$ cat src/rtl/ctlfe_pkg.sv
package ctlfe_pkg;

    localparam int BYTE_W = 8;
    localparam int PTR_W  = 5;
    localparam int NREG   = 1 << PTR_W;

    // Register addresses whose meaning neighbours decode
    localparam logic [PTR_W-1:0] A_RUN   = 5'h00;
    localparam logic [PTR_W-1:0] A_INTEG = 5'h01;
    localparam logic [PTR_W-1:0] A_WAIT  = 5'h03;
    localparam logic [PTR_W-1:0] A_TLO_L = 5'h04;
    localparam logic [PTR_W-1:0] A_TLO_H = 5'h05;
    localparam logic [PTR_W-1:0] A_THI_L = 5'h06;
    localparam logic [PTR_W-1:0] A_THI_H = 5'h07;
    localparam logic [PTR_W-1:0] A_PERS  = 5'h0C;
    localparam logic [PTR_W-1:0] A_CFG   = 5'h0D;
    localparam logic [PTR_W-1:0] A_GAIN  = 5'h0F;
    localparam logic [PTR_W-1:0] A_IDENT = 5'h12;
    localparam logic [PTR_W-1:0] A_STAT  = 5'h13;

    typedef enum logic [1:0] {
        XM_SAME    = 2'b00,
        XM_INCR    = 2'b01,
        XM_RSVD    = 2'b10,
        XM_SPECIAL = 2'b11
    } xfer_mode_e;

    typedef enum logic [1:0] {
        ACT_DATA  = 2'd0,
        ACT_POINT = 2'd1,
        ACT_CLEAR = 2'd2,
        ACT_NONE  = 2'd3
    } byte_act_e;

    typedef struct packed {
        byte_act_e        act;
        logic [PTR_W-1:0] ptr;
        logic             incr;
    } cmd_dec_s;

endpackage

$ cat src/rtl/ctlfe_cmd_decode.sv
module ctlfe_cmd_decode
    import ctlfe_pkg::*;
#(
    parameter logic [PTR_W-1:0] CLEAR_CODE = 5'b00110
) (
    input  logic              first,
    input  logic [BYTE_W-1:0] byte_in,
    output cmd_dec_s          dec
);

    xfer_mode_e mode;

    always_comb begin
        mode     = xfer_mode_e'(byte_in[6:5]);
        dec.act  = ACT_DATA;
        dec.ptr  = byte_in[PTR_W-1:0];
        dec.incr = (mode == XM_INCR);
        if (first && byte_in[7]) begin
            case (mode)
                XM_SAME, XM_INCR: dec.act = ACT_POINT;
                XM_SPECIAL:       dec.act = (byte_in[PTR_W-1:0] == CLEAR_CODE) ? ACT_CLEAR : ACT_NONE;
                default:          dec.act = ACT_NONE;
            endcase
        end
    end

endmodule

$ cat src/rtl/ctlfe_regbank.sv
module ctlfe_regbank
    import ctlfe_pkg::*;
#(
    parameter logic [NREG-1:0] WR_MASK = 32'h0000_B0FB,
    parameter logic [NREG-1:0] HI_MASK = 32'h0000_000A
) (
    input  logic              clk,
    input  logic              rst_n,
    input  logic              we,
    input  logic [PTR_W-1:0]  waddr,
    input  logic [BYTE_W-1:0] wdata,
    input  logic [PTR_W-1:0]  raddr,
    output logic              ctl_hit,
    output logic [BYTE_W-1:0] ctl_rdata,
    output logic [NREG-1:0][BYTE_W-1:0] regs
);

    function automatic logic [NREG-1:0][BYTE_W-1:0] rst_image();
        logic [NREG-1:0][BYTE_W-1:0] img;
        for (int i = 0; i < NREG; i++) begin
            img[i] = (WR_MASK[i] && HI_MASK[i]) ? {BYTE_W{1'b1}} : '0;
        end
        return img;
    endfunction

    localparam logic [NREG-1:0][BYTE_W-1:0] RST_IMG = rst_image();

    logic [NREG-1:0][BYTE_W-1:0] regs_d, regs_q;

    always_comb begin
        regs_d = regs_q;
        if (we && WR_MASK[waddr]) begin
            regs_d[waddr] = wdata;
        end
    end

    always_ff @(posedge clk or negedge rst_n) begin
        if (!rst_n) regs_q <= RST_IMG;
        else        regs_q <= regs_d;
    end

    assign ctl_hit   = WR_MASK[raddr];
    assign ctl_rdata = WR_MASK[raddr] ? regs_q[raddr] : '0;
    assign regs      = regs_q;

    // a write aimed at a protected or unused slot leaves storage alone
    a_r11_no_store: assert property (@(posedge clk) disable iff (!rst_n)
        (we && !WR_MASK[waddr]) |=> (regs_q == $past(regs_q)));

    // a write to a writable slot is visible on the next cycle
    a_r12_store: assert property (@(posedge clk) disable iff (!rst_n)
        (we && WR_MASK[waddr]) |=> (regs_q[$past(waddr)] == $past(wdata)));

endmodule

$ cat src/rtl/ctlfe_read_path.sv
module ctlfe_read_path
    import ctlfe_pkg::*;
#(
    parameter int                NUM_CH    = 4,
    parameter logic [PTR_W-1:0]  CH_BASE   = 5'h14,
    parameter logic [BYTE_W-1:0] DEVICE_ID = 8'h5A
) (
    input  logic                       clk,
    input  logic                       rst_n,
    input  logic                       rd_go,
    input  logic [PTR_W-1:0]           addr,
    input  logic                       ctl_hit,
    input  logic [BYTE_W-1:0]          ctl_rdata,
    input  logic [BYTE_W-1:0]          status_in,
    input  logic [NUM_CH*2*BYTE_W-1:0] ch_data,
    output logic [BYTE_W-1:0]          rd_data
);

    localparam int CH_W  = 2 * BYTE_W;
    localparam int IDX_W = (NUM_CH > 1) ? $clog2(NUM_CH) : 1;

    typedef struct packed {
        logic [BYTE_W-1:0] data;
        logic [BYTE_W-1:0] shadow;
        logic [IDX_W-1:0]  sh_ch;
        logic              armed;
    } rp_state_s;

    rp_state_s st_d, st_q;

    logic [NUM_CH-1:0]              lo_hit, hi_hit;
    logic [NUM_CH-1:0][BYTE_W-1:0]  lo_byte, hi_byte;

    for (genvar k = 0; k < NUM_CH; k++) begin : g_ch
        localparam logic [PTR_W-1:0] LO_A = CH_BASE + PTR_W'(2 * k);
        localparam logic [PTR_W-1:0] HI_A = CH_BASE + PTR_W'(2 * k + 1);
        assign lo_hit[k]  = (addr == LO_A);
        assign hi_hit[k]  = (addr == HI_A);
        assign lo_byte[k] = ch_data[k*CH_W +: BYTE_W];
        assign hi_byte[k] = ch_data[k*CH_W + BYTE_W +: BYTE_W];
    end

    logic [BYTE_W-1:0] sel;
    logic              shadow_use;

    always_comb begin
        sel        = ctl_hit ? ctl_rdata : '0;
        shadow_use = 1'b0;
        if (addr == A_IDENT) sel = DEVICE_ID;
        if (addr == A_STAT)  sel = status_in;
        for (int k = 0; k < NUM_CH; k++) begin
            if (lo_hit[k]) sel = lo_byte[k];
            if (hi_hit[k]) begin
                if (st_q.armed && st_q.sh_ch == IDX_W'(k)) begin
                    sel        = st_q.shadow;
                    shadow_use = 1'b1;
                end else begin
                    sel = hi_byte[k];
                end
            end
        end

        st_d = st_q;
        if (rd_go) begin
            st_d.data = sel;
            if (shadow_use) st_d.armed = 1'b0;
            for (int k = 0; k < NUM_CH; k++) begin
                if (lo_hit[k]) begin
                    st_d.shadow = hi_byte[k];
                    st_d.sh_ch  = IDX_W'(k);
                    st_d.armed  = 1'b1;
                end
            end
        end
    end

    always_ff @(posedge clk or negedge rst_n) begin
        if (!rst_n) st_q <= '0;
        else        st_q <= st_d;
    end

    assign rd_data = st_q.data;

    // the read byte only moves on a read request
    a_r13_hold: assert property (@(posedge clk) disable iff (!rst_n)
        !rd_go |=> $stable(rd_data));

    // a pending capture for the addressed channel is what gets returned
    a_r9_shadow_out: assert property (@(posedge clk) disable iff (!rst_n)
        (rd_go && st_q.armed && hi_hit[st_q.sh_ch]) |=> (rd_data == $past(st_q.shadow)));

    // a consumed capture is not served twice
    a_r9_consume: assert property (@(posedge clk) disable iff (!rst_n)
        (rd_go && st_q.armed && hi_hit[st_q.sh_ch] && (lo_hit == '0)) |=> !st_q.armed);

endmodule

$ cat src/rtl/ctlfe_top.sv
module ctlfe_top
    import ctlfe_pkg::*;
#(
    parameter int                NUM_CH     = 4,
    parameter logic [PTR_W-1:0]  CH_BASE    = 5'h14,
    parameter logic [BYTE_W-1:0] DEVICE_ID  = 8'h5A,
    parameter logic [PTR_W-1:0]  CLEAR_CODE = 5'b00110
) (
    input  logic                       clk,
    input  logic                       rst_n,
    input  logic                       bus_start,
    input  logic                       bus_stop,
    input  logic                       wr_en,
    input  logic [7:0]                 wr_byte,
    input  logic                       rd_en,
    output logic [7:0]                 rd_data,
    output logic                       int_clear,
    input  logic [7:0]                 status_in,
    input  logic [NUM_CH*16-1:0]       ch_data,
    output logic [7:0]                 ctl_enable,
    output logic [7:0]                 ctl_integ,
    output logic [7:0]                 ctl_wait,
    output logic [15:0]                thr_low,
    output logic [15:0]                thr_high,
    output logic [7:0]                 ctl_persist,
    output logic [7:0]                 ctl_config,
    output logic [7:0]                 ctl_gain
);

    typedef struct packed {
        logic [PTR_W-1:0] ptr;
        logic             incr;
        logic             first;
        logic             clr;
    } fe_state_s;

    fe_state_s st_d, st_q;
    cmd_dec_s  dec;
    logic      rf_we;
    logic      rd_go;
    logic      ctl_hit;
    logic [BYTE_W-1:0] ctl_rdata;
    logic [NREG-1:0][BYTE_W-1:0] regs;

    ctlfe_cmd_decode #(.CLEAR_CODE(CLEAR_CODE)) u_dec (
        .first   (st_q.first),
        .byte_in (wr_byte),
        .dec     (dec)
    );

    always_comb begin
        st_d     = st_q;
        st_d.clr = 1'b0;
        rf_we    = 1'b0;
        rd_go    = 1'b0;
        if (bus_start) begin
            st_d.first = 1'b1;
        end else if (bus_stop) begin
            st_d.first = 1'b0;
        end else if (wr_en) begin
            st_d.first = 1'b0;
            case (dec.act)
                ACT_POINT: begin
                    st_d.ptr  = dec.ptr;
                    st_d.incr = dec.incr;
                end
                ACT_CLEAR: st_d.clr = 1'b1;
                ACT_DATA: begin
                    rf_we = 1'b1;
                    if (st_q.incr) st_d.ptr = st_q.ptr + PTR_W'(1);
                end
                default: ;
            endcase
        end else if (rd_en) begin
            rd_go = 1'b1;
            if (st_q.incr) st_d.ptr = st_q.ptr + PTR_W'(1);
        end
    end

    always_ff @(posedge clk or negedge rst_n) begin
        if (!rst_n) st_q <= '0;
        else        st_q <= st_d;
    end

    ctlfe_regbank u_bank (
        .clk       (clk),
        .rst_n     (rst_n),
        .we        (rf_we),
        .waddr     (st_q.ptr),
        .wdata     (wr_byte),
        .raddr     (st_q.ptr),
        .ctl_hit   (ctl_hit),
        .ctl_rdata (ctl_rdata),
        .regs      (regs)
    );

    ctlfe_read_path #(
        .NUM_CH    (NUM_CH),
        .CH_BASE   (CH_BASE),
        .DEVICE_ID (DEVICE_ID)
    ) u_rd (
        .clk       (clk),
        .rst_n     (rst_n),
        .rd_go     (rd_go),
        .addr      (st_q.ptr),
        .ctl_hit   (ctl_hit),
        .ctl_rdata (ctl_rdata),
        .status_in (status_in),
        .ch_data   (ch_data),
        .rd_data   (rd_data)
    );

    assign int_clear   = st_q.clr;
    assign ctl_enable  = regs[A_RUN];
    assign ctl_integ   = regs[A_INTEG];
    assign ctl_wait    = regs[A_WAIT];
    assign thr_low     = {regs[A_TLO_H], regs[A_TLO_L]};
    assign thr_high    = {regs[A_THI_H], regs[A_THI_L]};
    assign ctl_persist = regs[A_PERS];
    assign ctl_config  = regs[A_CFG];
    assign ctl_gain    = regs[A_GAIN];

    // the clear pulse never lasts beyond one cycle
    a_r5_one_cycle: assert property (@(posedge clk) disable iff (!rst_n)
        int_clear |=> !int_clear);

    // a clear pulse is always caused by the clear command byte
    a_r5_cause: assert property (@(posedge clk) disable iff (!rst_n)
        $rose(int_clear) |-> ($past(wr_en) && $past(wr_byte) == {3'b111, CLEAR_CODE}));

    // the reserved mode leaves pointer, mode and outputs untouched
    a_r6_reserved: assert property (@(posedge clk) disable iff (!rst_n)
        (wr_en && !bus_start && !bus_stop && st_q.first && wr_byte[7:5] == 3'b110)
        |=> ($stable(st_q.ptr) && $stable(st_q.incr) && !int_clear && $stable(ctl_enable)));

    // increment mode steps the pointer by one on each read, wrapping
    a_r4_step: assert property (@(posedge clk) disable iff (!rst_n)
        (rd_go && st_q.incr) |=> (st_q.ptr == $past(st_q.ptr) + PTR_W'(1)));

    // same-register mode keeps the pointer on each read
    a_r3_keep: assert property (@(posedge clk) disable iff (!rst_n)
        (rd_go && !st_q.incr) |=> $stable(st_q.ptr));

endmodule

$ cat config.mk
export PLATFORM = sky130hd
export DESIGN_NAME = ctlfe_top
export DESIGN_NICKNAME = d
export VERILOG_FILES = /design/src/rtl/ctlfe_pkg.sv /design/src/rtl/ctlfe_cmd_decode.sv /design/src/rtl/ctlfe_regbank.sv /design/src/rtl/ctlfe_read_path.sv /design/src/rtl/ctlfe_top.sv
export SDC_FILE = /design/constraint.sdc
export NUM_CORES = 1
export LEC_CHECK = 0
export BUFFER_PORTS_ARGS = -buffer_cell sky130_fd_sc_hd__buf_2
export CAP_MARGIN = 20
export CORE_MARGIN = 5
export CORE_UTILIZATION = 52
export CTS_BUF_LIST = sky130_fd_sc_hd__clkbuf_8 sky130_fd_sc_hd__clkbuf_16
export CTS_CLUSTER_SIZE = 16
export DETAILED_ROUTE_END_ITERATION = 6
export PLACE_DENSITY = 0.75
export SLEW_MARGIN = 15
export SYNTH_ARGS = -nofsm -noshare
export SYNTH_HDL_FRONTEND = slang
export SYNTH_SLANG_ARGS = --single-unit
$ cat constraint.sdc
create_clock -name clk -period 3.1 [get_ports clk]
set_input_delay 0.62 -clock clk [delete_from_list [all_inputs] [get_ports clk]]
set_output_delay 0.62 -clock clk [all_outputs]
set_load 0.1 [all_outputs]
==> summary.md <==
| Metric | Value |
|---|---|
| Status | finished, final reports clean |
| Total grt overflow | 0 |
| Synth cell types | 58 |
| Fin Clk Skew | 14.6 ps |
| Data arrival, critical path | 2800 ps |
| Initial core utilization | 52.4% |
| Pre-CTS setup slack | 655 ps |
| Die ar. | 0.0178 mm2 |
| Crit path time final | 2520 ps |
| Layout Cells excl Fill | 1031 |
| Post-synth EDFFs | 0 |
| Reg-to-Reg Start | st_q[3] |
| DRC | 0 |
| Area delta synth->final | 11.8% |
| F_max | 397 MHz |
| Root Driver | clkbuf_16 |
| R2R cell count | 9 |
| Asr flop ratio synth | 100% |
| Clk_lat worst skew | 430 ps |
| Psw | 4190 uW |
| Vias in the first global route | 6229 |
| Final Wtd Congestion | 0.959 |
| Final setup vio count | 0 |
| Clock buffer depth | 2 |
| Initial antenna violation count | 0 |
| Measured slew at the worst slew-check pin | 754 ps |
| Hold Path Class | in2async |
| CP endpoint kind | flip-flop |
| Worst VDD drop | 720 uV |
| PD cells | 963 mW/mm2 |
| Switching Fraction | 49.2% |
| Number of primary I/O pins | 175 |
| CP max FO | 20 |
| Syn avg cell area | 10.5 um2 |
| DR vias/cell | 6.15 |
| CTS Hold Bufs | 0 |
| Final period util | 81.3% |
| Chip Height | 133 um |
| Fill cells | 1314 |
| Die X | 133 um |
| Post-CTS resize count | 0 |
| Comb pwr share | 49.6% |
| Sink Count | 123 |
| Synthesis Warnings | 0 |
| HPWL after detailed placement | 17.2 mm |
| Share of post-route cells with drive strength above 1 | 43.2% |
| Gr usage total | 25.9% |
| Largest net degree at the start of global routing | 54 |
| Floorplan row count | 45 |
| Reg power frac | 26.7% |
| Clock transition at path regs | 60 ps |
| Most common cell after layout, fill and taps aside | buf_2 |
| H-tree depth | 4 |
| Required time worst endpoint | 3380 ps |
| Synth Net Count | 845 |
| Synthesized area | 0.00791 mm2 |
| Nets | 921 |
| Clk pwr share | 23.7% |
| Antenna diodes | 0 |
| Total negative setup slack | 0 ps |
| WS Path Type | reg2reg |
| Routed wire length | 23.2 mm |
| DRT antenna net count | 0 |
| Max-slew headroom | 49.7% |
| RR Endpoint | u_rd.st_q[0] |
| Worst setup margin | 579 ps |
| Detailed Routing Iterations Pass 1 | 7 |
| #FFs+latches synth | 123 |
| Max_cap viols | 0 |
| Leak pwr | 0.00453 uW |
| First-pass GRT wire length | 35.9 mm |
| Pins Over Slew Limit | 0 |
| Average wire per standard cell | 22.5 um |
| Worst setup SP type | flip-flop |
| Prevailing post-synth register cell | dfrtp_1 |
| R2R Setup Slk | 580 ps |
| Post-CTS Setup Repair Bufs | 0 |
| Port Buffers | 174 |
| CTS tree | done |
| CTS Buf Count | 17 |
| Core area | 0.0151 mm2 |
| Via count | 6341 |
| Hold Violations, Final | 0 |
| Unrepaired setup endpoints after global routing | no |
| Overall Power | 8520 uW |
| Synth Instances | 754 |
| Dpl cells | 999 |
| DRT iter0 DRCs | 660 |
| Most frequent cells in the layout | buf_2, dfrtp_1, mux2_2 |
| Sequential share of the synthesized area | 39.1% |
| Pint | 4330 uW |
==> metal layers <==
metal | global-route usage (%) | up-vias | share of wire (%)
met4 | 8.23 | 0 | 2.6
li1 | - | 2813 | -
met2 | 40.8 | 381 | 46
met5 | 0 | - | 0
met1 | 35.3 | 3099 | 42
met3 | 6.50 | 48 | 9.2
==> registers in the layout, summed over array words and instances, names as in the netlist <==
| name | cells |
|---|---|
| int_clear | 1 |
| u_rd.st_q | 11 |
| st_q | 7 |
| u_rd.rd_data | 8 |
| u_bank.regs | 96 |
==> metrics by stage <==
stage               hold WS (ps)  utilization (%)  instance area, um2
global placement             482             54.7                8250
finish                       251             58.6                8850
CTS                          256             58.6                8850
detailed placement           490             54.7                8250
global route                 298             58.6                8850
floorplan                    324                -                7910
==> cells by family (layout without fill, tap and decap cells) <==
kind of cell    count (synthesis)  count (layout)  synth area share (%)
compound gates                158             158                  12.3
fa+ha+maj                       5               5                 0.791
simple gates                  158             158                  11.4
flops                         123             123                  39.1
buf+inv                       142             231                  11.8
mux                           168             168                  24.6
==> critical path: stages, from the launching register on <==
cell	delay [ps]
dfrtp_1	340
buf_4	310
ha_1	270
buf_4	210
nand4b_1	410
mux2_2	450
nor2_1	90
a311oi_1	50
o21ai_0	170
nand2_1	70
==> worst max-delay path by stage <==
stage	endpoint	slack (ps)	startpoint
final	u_rd.st_q[0]	580	st_q[3]
after global routing	u_rd.st_q[6]	320	st_q[4]
after CTS	u_rd.st_q[0]	650	st_q[3]
after detailed placement	u_rd.st_q[0]	660	st_q[3]
after global placement	u_rd.rd_data[0]	720	st_q[4]
after floorplan	u_bank.regs[25]	880	st_q[3]
==> power by group through the flow <==
stage / logic [uW] / registers (uW) / clock network, uW
finish: 4230 / 2280 / 2020
detailed placement: 4190 / 2290 / 0
CTS: 4210 / 2270 / 2040
global route: 4450 / 2320 / 2110
floorplan: 3850 / 2130 / 0
global placement: 4160 / 2280 / 0
==> layout make-up <==
class | instances | area [um2] | share of cell area [%]
Multi-Input combinational cell | 489 | 3880 | 43.8
Sequential cell | 123 | 3100 | 35.0
Tap cell | 188 | 235 | 2.66
Clock buffer | 17 | 425 | 4.81
Clock inverter | 15 | 174 | 1.97
Inverter | 10 | 37.5 | 0.424
Timing Repair Buffer | 189 | 998 | 11.3
==> synth_stat cells, drive strengths merged (3+ instances only) <==
master	instances	share of area (%)
mux4	10	2.8
a22oi	20	1.9
and3	4	0.32
nor2b	4	0.32
a311oi	3	0.33
o21ai	30	1.9
nand2	62	3.4
dfstp	16	5.3
o22ai	19	1.5
o211ai	10	0.95
ha	5	0.79
o221ai	6	0.66
clkbuf	14	0.68
nor3	8	0.63
nand3b	10	0.95
nand3	8	0.51
a21oi	52	3.3
and2	4	0.32
buf	118	11
nor4	3	0.43
nand4	10	0.79
nor3b	3	0.49
nor2	28	1.4
nand4b	5	0.82
a211oi	8	0.76
dfrtp	107	34
inv	10	0.47
mux2	104	15
mux2i	54	6.8
a21o	4	0.38
No activity file was read; power rests on OpenSTA's default activity.
